--- src/rtl/regrd_pkg.sv ---
package regrd_pkg;

  // engine register indices (the engine decodes these)
  localparam logic [2:0] RA_OWN  = 3'd0;
  localparam logic [2:0] RA_DATA = 3'd1;
  localparam logic [2:0] RA_CTRL = 3'd2;
  localparam logic [2:0] RA_STAT = 3'd3;  // read side
  localparam logic [2:0] RA_DIV  = 3'd3;  // write side
  localparam logic [2:0] RA_XOWN = 3'd4;
  localparam logic [2:0] RA_SRST = 3'd7;

  // control bits
  localparam logic [7:0] C_ACK   = 8'h04;
  localparam logic [7:0] C_STOP  = 8'h10;
  localparam logic [7:0] C_START = 8'h20;
  localparam logic [7:0] C_EN    = 8'h40;

  // status codes
  localparam logic [7:0] ST_IDLE   = 8'hF8;
  localparam logic [7:0] ST_START  = 8'h08;
  localparam logic [7:0] ST_RSTART = 8'h10;
  localparam logic [7:0] ST_AW_ACK = 8'h18;
  localparam logic [7:0] ST_WD_ACK = 8'h28;
  localparam logic [7:0] ST_AR_ACK = 8'h40;
  localparam logic [7:0] ST_RD_ACK = 8'h50;
  localparam logic [7:0] ST_RD_NAK = 8'h58;

  typedef enum logic [3:0] {
    S_SRST, S_OWN, S_XOWN, S_DIV, S_EN, S_START, S_ADRW, S_OFFH,
    S_OFFL, S_RSTART, S_ADRR, S_RDACK, S_RDLAST, S_STOP
  } step_e;

  typedef struct packed {
    logic [2:0] pre_addr;
    logic [7:0] pre_val;
    logic       ctl_en;
    logic [7:0] ctl;
    logic [7:0] expect_st;
    logic       grab;
  } step_t;

  function automatic logic [7:0] divider_val(input logic [2:0] m, input logic [2:0] n);
    return {2'b00, m, n};
  endfunction

  function automatic logic [7:0] addr_byte(input logic [6:0] dev, input logic rd);
    return {dev, rd};
  endfunction

  // steps that start with a register write before any control write
  function automatic logic has_pre(input step_e s);
    return (s inside {S_SRST, S_OWN, S_XOWN, S_DIV, S_ADRW, S_OFFH, S_OFFL, S_ADRR});
  endfunction

endpackage

--- src/rtl/regrd_poll.sv ---
module regrd_poll #(
  parameter int POLL_CLKS  = 1000,
  parameter int POLL_TRIES = 1000
) (
  input  logic clk,
  input  logic rst_n,
  input  logic clr,
  input  logic waiting,
  input  logic miss,
  output logic tick,
  output logic last_try
);
  localparam int IC_W = $clog2(POLL_CLKS + 1);
  localparam int AC_W = $clog2(POLL_TRIES + 1);

  logic [IC_W-1:0] ic_q;
  logic [AC_W-1:0] ac_q;

  assign tick     = waiting && (ic_q == IC_W'(POLL_CLKS - 1));
  assign last_try = (ac_q == AC_W'(POLL_TRIES - 1));

  always_ff @(posedge clk or negedge rst_n) begin
    if (!rst_n) begin
      ic_q <= '0;
      ac_q <= '0;
    end else begin
      if (clr) begin
        ic_q <= '0;
        ac_q <= '0;
      end else begin
        if (tick)         ic_q <= '0;
        else if (waiting) ic_q <= ic_q + 1'b1;
        if (miss)         ac_q <= ac_q + 1'b1;
      end
    end
  end
endmodule

--- src/rtl/regrd_stepdec.sv ---
module regrd_stepdec
  import regrd_pkg::*;
(
  input  step_e       step,
  input  logic [6:0]  dev,
  input  logic [15:0] off,
  output step_t       d
);
  always_comb begin
    d = '0;
    unique case (step)
      S_SRST:   begin d.pre_addr = RA_SRST; d.pre_val = 8'h00; end
      S_OWN:    begin d.pre_addr = RA_OWN;  d.pre_val = 8'h00; end
      S_XOWN:   begin d.pre_addr = RA_XOWN; d.pre_val = 8'h00; end
      S_DIV:    begin d.pre_addr = RA_DIV;  d.pre_val = divider_val(3'd4, 3'd4); end
      S_EN:     begin d.ctl_en = 1'b1; d.ctl = C_EN;           d.expect_st = ST_IDLE;   end
      S_START:  begin d.ctl_en = 1'b1; d.ctl = C_START | C_EN; d.expect_st = ST_START;  end
      S_ADRW:   begin d.pre_addr = RA_DATA; d.pre_val = addr_byte(dev, 1'b0);
                      d.ctl_en = 1'b1; d.ctl = C_EN;           d.expect_st = ST_AW_ACK; end
      S_OFFH:   begin d.pre_addr = RA_DATA; d.pre_val = off[15:8];
                      d.ctl_en = 1'b1; d.ctl = C_EN;           d.expect_st = ST_WD_ACK; end
      S_OFFL:   begin d.pre_addr = RA_DATA; d.pre_val = off[7:0];
                      d.ctl_en = 1'b1; d.ctl = C_EN;           d.expect_st = ST_WD_ACK; end
      S_RSTART: begin d.ctl_en = 1'b1; d.ctl = C_START | C_EN; d.expect_st = ST_RSTART; end
      S_ADRR:   begin d.pre_addr = RA_DATA; d.pre_val = addr_byte(dev, 1'b1);
                      d.ctl_en = 1'b1; d.ctl = C_EN;           d.expect_st = ST_AR_ACK; end
      S_RDACK:  begin d.ctl_en = 1'b1; d.ctl = C_ACK | C_EN;   d.expect_st = ST_RD_ACK; d.grab = 1'b1; end
      S_RDLAST: begin d.ctl_en = 1'b1; d.ctl = C_EN;           d.expect_st = ST_RD_NAK; d.grab = 1'b1; end
      S_STOP:   begin d.ctl_en = 1'b1; d.ctl = C_STOP | C_EN;  d.expect_st = ST_IDLE;   end
      default:  d = '0;
    endcase
  end
endmodule

--- src/rtl/regrd_sequencer.sv ---
module regrd_sequencer
  import regrd_pkg::*;
#(
  parameter int CNT_W      = 8,
  parameter int POLL_CLKS  = 1000,
  parameter int POLL_TRIES = 1000
) (
  input  logic             clk,
  input  logic             rst_n,
  input  logic             start,
  input  logic [6:0]       dev_addr,
  input  logic [15:0]      reg_off,
  input  logic             off_wide,
  input  logic [CNT_W-1:0] byte_cnt,
  output logic             busy,
  output logic             bus_wr,
  output logic             bus_rd,
  output logic [2:0]       bus_addr,
  output logic [7:0]       bus_wdata,
  input  logic [7:0]       bus_rdata,
  output logic             rx_valid,
  output logic [7:0]       rx_data,
  output logic             done,
  output logic [CNT_W-1:0] xfer_len,
  output logic             err,
  output logic [7:0]       err_stat
);
  typedef enum logic [2:0] {F_IDLE, F_PRE, F_CTRL, F_WAIT, F_STAT, F_DATA} fsm_e;

  fsm_e             st_q;
  step_e            step_q, nstep;
  logic             fin;
  logic [6:0]       dev_q;
  logic [15:0]      off_q;
  logic             wide_q;
  logic [CNT_W-1:0] acks_q, nrx_q;
  step_t            d;

  // named internal events (observed by the checker)
  logic poll_tick, poll_last, stat_hit, stat_miss, accept, advance;

  regrd_stepdec u_dec (.step(step_q), .dev(dev_q), .off(off_q), .d(d));

  regrd_poll #(.POLL_CLKS(POLL_CLKS), .POLL_TRIES(POLL_TRIES)) u_poll (
    .clk(clk), .rst_n(rst_n),
    .clr(st_q == F_CTRL), .waiting(st_q == F_WAIT), .miss(stat_miss && !poll_last),
    .tick(poll_tick), .last_try(poll_last)
  );

  assign busy      = (st_q != F_IDLE);
  assign accept    = start && !busy;
  assign stat_hit  = (st_q == F_STAT) && (bus_rdata == d.expect_st);
  assign stat_miss = (st_q == F_STAT) && (bus_rdata != d.expect_st);
  assign advance   = ((st_q == F_PRE) && !d.ctl_en) || (stat_hit && !d.grab) || (st_q == F_DATA);

  // step ordering
  always_comb begin
    nstep = step_q;
    fin   = 1'b0;
    unique case (step_q)
      S_ADRW:  nstep = wide_q ? S_OFFH : S_OFFL;
      S_ADRR:  nstep = (acks_q == '0) ? S_RDLAST : S_RDACK;
      S_RDACK: nstep = (acks_q == CNT_W'(1)) ? S_RDLAST : S_RDACK;
      S_STOP:  fin   = 1'b1;
      default: nstep = step_e'(step_q + 4'd1);
    endcase
  end

  // bus drive
  always_comb begin
    bus_wr    = 1'b0;
    bus_rd    = 1'b0;
    bus_addr  = 3'd0;
    bus_wdata = 8'h00;
    unique case (st_q)
      F_PRE:   begin bus_wr = 1'b1; bus_addr = d.pre_addr; bus_wdata = d.pre_val; end
      F_CTRL:  begin bus_wr = 1'b1; bus_addr = RA_CTRL;    bus_wdata = d.ctl;     end
      F_STAT:  begin bus_rd = 1'b1; bus_addr = RA_STAT; end
      F_DATA:  begin bus_rd = 1'b1; bus_addr = RA_DATA; end
      default: ;
    endcase
  end

  always_ff @(posedge clk or negedge rst_n) begin
    if (!rst_n) begin
      st_q     <= F_IDLE;
      step_q   <= S_SRST;
      dev_q    <= '0;
      off_q    <= '0;
      wide_q   <= 1'b0;
      acks_q   <= '0;
      nrx_q    <= '0;
      rx_valid <= 1'b0;
      rx_data  <= 8'h00;
      done     <= 1'b0;
      xfer_len <= '0;
      err      <= 1'b0;
      err_stat <= 8'h00;
    end else begin
      rx_valid <= 1'b0;
      done     <= 1'b0;
      err      <= 1'b0;
      if (accept) begin
        dev_q  <= dev_addr;
        off_q  <= reg_off;
        wide_q <= off_wide;
        acks_q <= (byte_cnt == '0) ? '0 : byte_cnt - 1'b1;
        nrx_q  <= '0;
        step_q <= S_SRST;
        st_q   <= F_PRE;
      end
      unique case (st_q)
        F_PRE:  if (d.ctl_en) st_q <= F_CTRL;
        F_CTRL: st_q <= F_WAIT;
        F_WAIT: if (poll_tick) st_q <= F_STAT;
        F_STAT: begin
          if (stat_hit && d.grab) st_q <= F_DATA;
          else if (stat_miss) begin
            if (poll_last) begin
              err      <= 1'b1;
              err_stat <= bus_rdata;
              st_q     <= F_IDLE;
            end else st_q <= F_WAIT;
          end
        end
        F_DATA: begin
          rx_valid <= 1'b1;
          rx_data  <= bus_rdata;
          nrx_q    <= nrx_q + 1'b1;
        end
        default: ;
      endcase
      if (advance) begin
        if (step_q == S_RDACK) acks_q <= acks_q - 1'b1;
        if (fin) begin
          done     <= 1'b1;
          xfer_len <= nrx_q;
          st_q     <= F_IDLE;
        end else begin
          step_q <= nstep;
          st_q   <= has_pre(nstep) ? F_PRE : F_CTRL;
        end
      end
    end
  end
endmodule

--- config.mk ---
export PLATFORM = sky130hd
export DESIGN_NAME = regrd_sequencer
export DESIGN_NICKNAME = d
export VERILOG_FILES = /design/src/rtl/regrd_pkg.sv /design/src/rtl/regrd_poll.sv /design/src/rtl/regrd_stepdec.sv /design/src/rtl/regrd_sequencer.sv
export SDC_FILE = /design/constraint.sdc
export NUM_CORES = 1
export LEC_CHECK = 0
export BUFFER_PORTS_ARGS = -buffer_cell sky130_fd_sc_hd__buf_2
export CELL_PAD_IN_SITES_DETAIL_PLACEMENT = 2
export CELL_PAD_IN_SITES_GLOBAL_PLACEMENT = 2
export CORE_MARGIN = 4
export CORE_UTILIZATION = 34
export DETAILED_ROUTE_END_ITERATION = 10
export PLACE_DENSITY = 0.9
export SYNTH_ARGS = -nofsm -noshare
export SYNTH_HDL_FRONTEND = slang
export SYNTH_SLANG_ARGS = --single-unit
--- constraint.sdc ---
create_clock -name clk -period 3.34 [get_ports clk]
set_clock_uncertainty 0.2 [all_clocks]
set_input_delay 0.334 -clock clk [delete_from_list [all_inputs] [get_ports clk]]
set_output_delay 0.334 -clock clk [all_outputs]
set_load 0.02 [all_outputs]
# Word-level counts from Yosys, hierarchy flattened
# Index checks and enable logic that the tools add are counted.
[word_totals] register_bits=94 word_cells=123
[op_classes] n_addsub=6 n_eq_ne=29 muxes=43 bitwise=1 n_reduce_logical=29
[op_table] operator="17-bit one-hot mux with 9 select lines" count=1
[op_table] operator="11-bit one-hot mux with 7 select lines" count=1
[op_table] operator="10-bit two-way mux" count=5
[op_table] operator="8-bit two-way mux" count=6
[op_table] operator="4-bit equality test, second input constant" count=8
[op_table] operator="4-bit by 3-bit equality test with 1-bit output, second input constant" count=6
[op_table] operator="3-bit two-way mux" count=8
[op_table] operator="3-bit one-hot mux with 4 select lines" count=2
[op_table] operator="10-bit by 1-bit adder with 10-bit output, second input constant" count=2
[op_table] operator="10-bit equality test, second input constant" count=2
[op_table] operator="4-bit by 2-bit equality test with 1-bit output, second input constant" count=4
[op_table] operator="8-bit zero test" count=2
[op_table] operator="4-bit two-way mux" count=4
[op_table] operator="4-bit one-hot mux with 4 select lines" count=1
[op_table] operator="8-bit one-hot mux with 2 select lines" count=1
[op_table] operator="8-bit by 1-bit subtractor with 8-bit output, second input constant" count=2
[op_table] operator="1-bit two-way mux" count=11
[op_table] operator="8-bit by 1-bit adder with 8-bit output, second input constant" count=1
[op_table] operator="8-bit by 1-bit equality test with 1-bit output, second input constant" count=1
[op_table] operator="8-bit equality test" count=1
[op_table] operator="1-bit logical AND" count=8
[op_table] operator="4-bit zero test" count=2
[op_table] operator="8-bit inequality test" count=1
[op_table] operator="8-bit nonzero test" count=1
[op_table] operator="other kinds (14)" count=27

# Longest topological paths before layout
[depth] ltp_word=9 depth_mapped=12

# By module
# From an unflattened synthesis, not the netlist that was laid out.
[unflattened] hier_cells=607 hier_area_um2=5411.4
[modules_own_cells] module="regrd_sequencer" n_inst=1 cells_each=430 area_each_um2=3867.5 seq_area_each_um2=1851.8
[modules_own_cells] module="regrd_poll" n_inst=1 cells_each=104 area_each_um2=1031.0 seq_area_each_um2=500.5
[modules_own_cells] module="regrd_stepdec" n_inst=1 cells_each=73 area_each_um2=513.0 seq_area_each_um2=0.0

# Worst setup path before layout
# OpenSTA, ideal clock, no wires.
[synth_timing] kind="register -> register" start="register step_q[0]" end="register xfer_len[0]" setup_ns=0.125 t_arrival_ns=2.479 required_time_ns=3.015 setup_slack_ns=0.536 stages_incl_launch_ff=11 path_buffers=2 period_less_slack_ns=2.804 path_cell_list="dfrtp_1 > inv_1 > ha_1 > buf_6 > buf_6 > o21ai_0 > a311oi_2 > nor4_4 > nand3b_4 > a21oi_4 > mux2_4"
[synth_between] elab_chain_len=9
[synth_rtl] element="start: declaration" line="regrd_sequencer.sv:31" rtl="step_e step_q, nstep;"
[synth_rtl] element="start signal: assignment" line="regrd_sequencer.sv:140" rtl="step_q <= nstep;"
[synth_rtl] element="4-bit by 3-bit equality test with 1-bit output / 4-bit equality test (equally long branches)" line="regrd_stepdec.sv:11" rtl="unique case (step)"
[synth_rtl] element="2-bit OR reduction (no source line)"
[synth_rtl] element="17-bit one-hot mux with 9 select lines" line="regrd_stepdec.sv:11"
[synth_rtl] element="8-bit equality test" line="regrd_sequencer.sv:52" rtl="assign stat_hit = (st_q == F_STAT) && (bus_rdata == d.expect_st);"
[synth_rtl] element="1-bit logical AND" line="regrd_sequencer.sv:52"
[synth_rtl] element="1-bit logical AND" line="regrd_sequencer.sv:54" rtl="assign advance = ((st_q == F_PRE) && !d.ctl_en) || (stat_hit && !d.grab) || (st_q == F_DATA);"
[synth_rtl] element="1-bit logical OR (2 in a row)" line="regrd_sequencer.sv:54"
[synth_rtl] element="2-bit AND reduction (no source line) *"
[synth_rtl] element="end signal: assignment" line="regrd_sequencer.sv:137" rtl="xfer_len <= nrx_q;"
[synth_rtl] element="end: declaration" line="regrd_sequencer.sv:24" rtl="output logic [CNT_W-1:0] xfer_len,"
# Mark *: on every way between the ends. The rest lies on a longest branch, timed or not.
# A chain may end at the register's enable or synchronous reset.

# Worst setup path in the final report
[layout_timing] start="register step_q[0]" end="register xfer_len[4]"
# Same word-level chain as after synthesis.

==> results.json <==
{
  "outcome": "finished, violations left",
  "violations": "hold timing",
  "synth_simple_gate_area_frac": 0.2329,
  "routed_wl_um": 18300,
  "grt_use_total": 0.2118,
  "mappedNetlistNets": 650,
  "p_per_area_nw_per_um2": 348.7,
  "layout_common_cells": "nand2_1 (154), dfrtp_1 (94), buf_2 (82)",
  "grt_pass1_wl_um": 29770,
  "numClockSinks": 94,
  "yosys_warnings": 0,
  "synthDistinctLibCells": 66,
  "regArea_sq_um": 2352,
  "antenna_found_initial": 1,
  "drtPass1Iterations": 4,
  "multiInputGateArea_sq_um": 2686,
  "root_buffer": "clkbuf_16",
  "async_flop_share": 1.000,
  "p_switching_w": 0.0005191,
  "syn_area_sq_um": 5260,
  "r2r_end": "xfer_len[4]",
  "crit_path_end_kind": "register",
  "hold_path_class": "in2async",
  "cp_cell_sequence": "inv_1 > ha_1 > nor2b_1 > o21ai_0 > a311oi_2 > nor4_4 > nand3b_4 > a21oi_4 > mux2_4",
  "io-pin-count": 84,
  "core-area_sq_um": 15200,
  "max_stage_delay_ps": 470,
  "dp_hpwl_um": 13010,
  "routabilityCongestion": 0.7885,
  "worst_slew_pin_slew_ps": 1132,
  "cp_max_fo": 9,
  "crit_slowest_cell": "dfrtp_1",
  "cts_buffers": 9,
  "rsz0062_at_grt": "false",
  "drv_cap": 0,
  "slew_headroom": 0.2450,
  "worstPathArrival_ps": 3210,
  "avgViaCountPerCell": 5.550,
  "first_iter_violations": 221,
  "seqPwrFrac": 0.512,
  "synthMuxAreaShare": 0.05542,
  "synth_edf_count": 0,
  "slew_violations": 0,
  "initial_utilization": 0.3460,
  "htree_levels": 3,
  "vdd_drop_max_uv": 261.1,
  "period_needed_ps": 3161,
  "grt.overflow.total": 0,
  "p_comb_frac": 0.046,
  "synth-xor-area-share": 0.02331,
  "swShare": 0.2334,
  "antenna_left": 0,
  "synth_top_family_by_area": "simple AND/OR/NAND/NOR gates",
  "setup_viol": 0,
  "syn_avg_cell_area_sq_um": 8.811,
  "rr_worst_depth": 9,
  "grt_start_max_net_pins": 86,
  "finalNonFillerCells": 891,
  "layout_commonest_cell": "nand2_1",
  "power_frac_clock": 0.443,
  "static-leakage-power_nw": 3.050,
  "synth_compound_area_frac": 0.1744,
  "cts_setup_buffers": 0,
  "synth_cells": 597,
  "worstSetupPathType": "reg2reg",
  "layout-drive-gt1-share": 0.1991,
  "syn2layout_area_growth_pct": 21.27,
  "critPathLaunchType": "register",
  "rrSetupSlack_ps": 180,
  "fillers": 1702,
  "port_buffers": 83,
  "synthAdderAreaFrac": 0.02379,
  "worstSkewPairLatency_ps": 360,
  "setup_tns_ps": 0,
  "fmax_mhz": 316.4,
  "wire_per_inst_um": 20.54,
  "yosysSeqAreaShare": 0.4472,
  "row_count": 45,
  "diodes": 0,
  "hold_viol": 15,
  "cts_buffer_depth": 2,
  "ys_ff_latch": 94,
  "final_nets": 752,
  "cts_tree": "built",
  "crit_required_ps": 3390,
  "holdWs_ps": -20.12,
  "die_w_um": 132.4,
  "fin_crit_sh": 0.9463,
  "placed_cells": 853,
  "clk_pin_slew_ps": 70,
  "intPower_w": 0.001705,
  "ys.flop_type": "dfrtp_1",
  "crit-reg2reg-launch": "step_q[0]",
  "dieArea_sq_um": 17520,
  "drc_errors": 0,
  "die_height_um": 132.4,
  "grt_pass1_vias": 5523,
  "vias": 4945
}
flip-flops by register name, indices dropped and copies added, names as in the netlist:
register,flops
dev_q,7
wide_q,1
nrx_q,8
xfer_len,8
rx_valid,1
err_stat,8
step_q,4
rx_data,8
st_q,3
u_poll.ac_q,10
acks_q,8
u_poll.ic_q,10
err,1
done,1
off_q,16
per-stage QoR:
step	utilization	area [sq um]	hold slack [ps]	power, W	worst slack (ps)
3_5_place_dp	0.3862	5871	267.1	0.001241	138.2
2_1_floorplan	-	5260	-161.6	0.001176	535.9
4_1_cts	0.4193	6374	2.086	0.002256	115.0
5_1_grt	0.4196	6379	14.34	0.002319	40.42
6_report	0.4196	6379	-20.12	0.002224	179.4
3_3_place_gp	0.3862	5871	254.3	0.001237	363.9
routing by layer:
layer / share of wire / GRT usage / vias to the layer above
met2: 0.52 / 0.3769 / 109
met1: 0.41 / 0.2516 / 2511
met3: 0.036 / 0.04198 / 34
met5: 0.00071 / 0 / -
met4: 0.027 / 0.08083 / 2
li1: - / - / 2289
cells in the mapped netlist, drive strengths merged, types with 2 or more instances:
cell type    n  area share
mux2        17       0.042
xor2         6       0.010
o221ai       3      0.0062
nor2b        5      0.0059
inv         15       0.011
nand3       22       0.021
xnor2        8       0.013
ha          10       0.024
a211oi       2      0.0029
or2          2      0.0029
a21o         4      0.0057
nand4        6      0.0071
nand2b       6      0.0071
o21ai       50       0.048
mux2i        7       0.013
o211a        3      0.0057
a311oi       3      0.0074
dfrtp       94        0.45
o21a         5      0.0071
o31ai        3      0.0043
nor2        30       0.021
nor4         7       0.011
o22ai       13       0.017
a21oi       31       0.032
nand3b       4      0.0081
buf         14       0.020
nor3b        2      0.0029
o41ai        2      0.0033
o211ai       3      0.0043
o221a        3      0.0064
nand2      154        0.11
o32ai        3      0.0064
clkbuf      18       0.013
nor3        12       0.011
and2         3      0.0036
or3          5      0.0059
and3         8      0.0095
timing repair:
item,in CTS,in global routing
endpoints found under the hold margin,23,0
setup endpoints to repair,0,9
gates resized for setup,0,2
hold buffers,23,0
power groups by stage:
stage	logic (W)	registers [W]	clock network, W
2_1_floorplan	0.0000157	0.00116	0
3_3_place_gp	0.0000776	0.00116	0
3_5_place_dp	0.0000811	0.00116	0
4_1_cts	0.000102	0.00114	0.00102
5_1_grt	0.000113	0.00114	0.00107
6_report	0.000102	0.00114	0.000985
layout make-up:
class	count	share of cell area
Tap cell	188	0.03688
Clock inverter	5	0.005296
Inverter	15	0.008827
Multi-Input combinational cell	456	0.4211
Timing Repair Buffer	123	0.1216
Clock buffer	10	0.03747
Sequential cell	94	0.3688
worst max path at each step:
stage / slack, ps / to / from / cells past startpoint
final: 180 / xfer_len[4] / step_q[0] / 9
after global routing: 40 / err_stat[3] / step_q[0] / 9
after CTS: 120 / xfer_len[4] / step_q[0] / 9
after detailed placement: 140 / xfer_len[4] / step_q[1] / 9
after global placement: 360 / xfer_len[7] / step_q[1] / 9
after floorplan: 540 / xfer_len[0] / step_q[0] / 10
worst max-delay path: cells and delay by family, from the launching register on:
| kind | cells | cell delay [ps] |
|---|---|---|
| fa+ha+maj | 1 | 300 |
| flops | 1 | 470 |
| buf+inv | 1 | 120 |
| simple gates | 3 | 750 |
| compound gates | 3 | 870 |
| mux | 1 | 350 |
cell families after synthesis:
logic type      count (synthesis)
mux                            24
xor+xnor                       14
simple gates                  269
fa+ha+maj                      10
compound gates                139
flops                          94
buf+inv                        47
No activity file was read; power rests on OpenSTA's default activity.
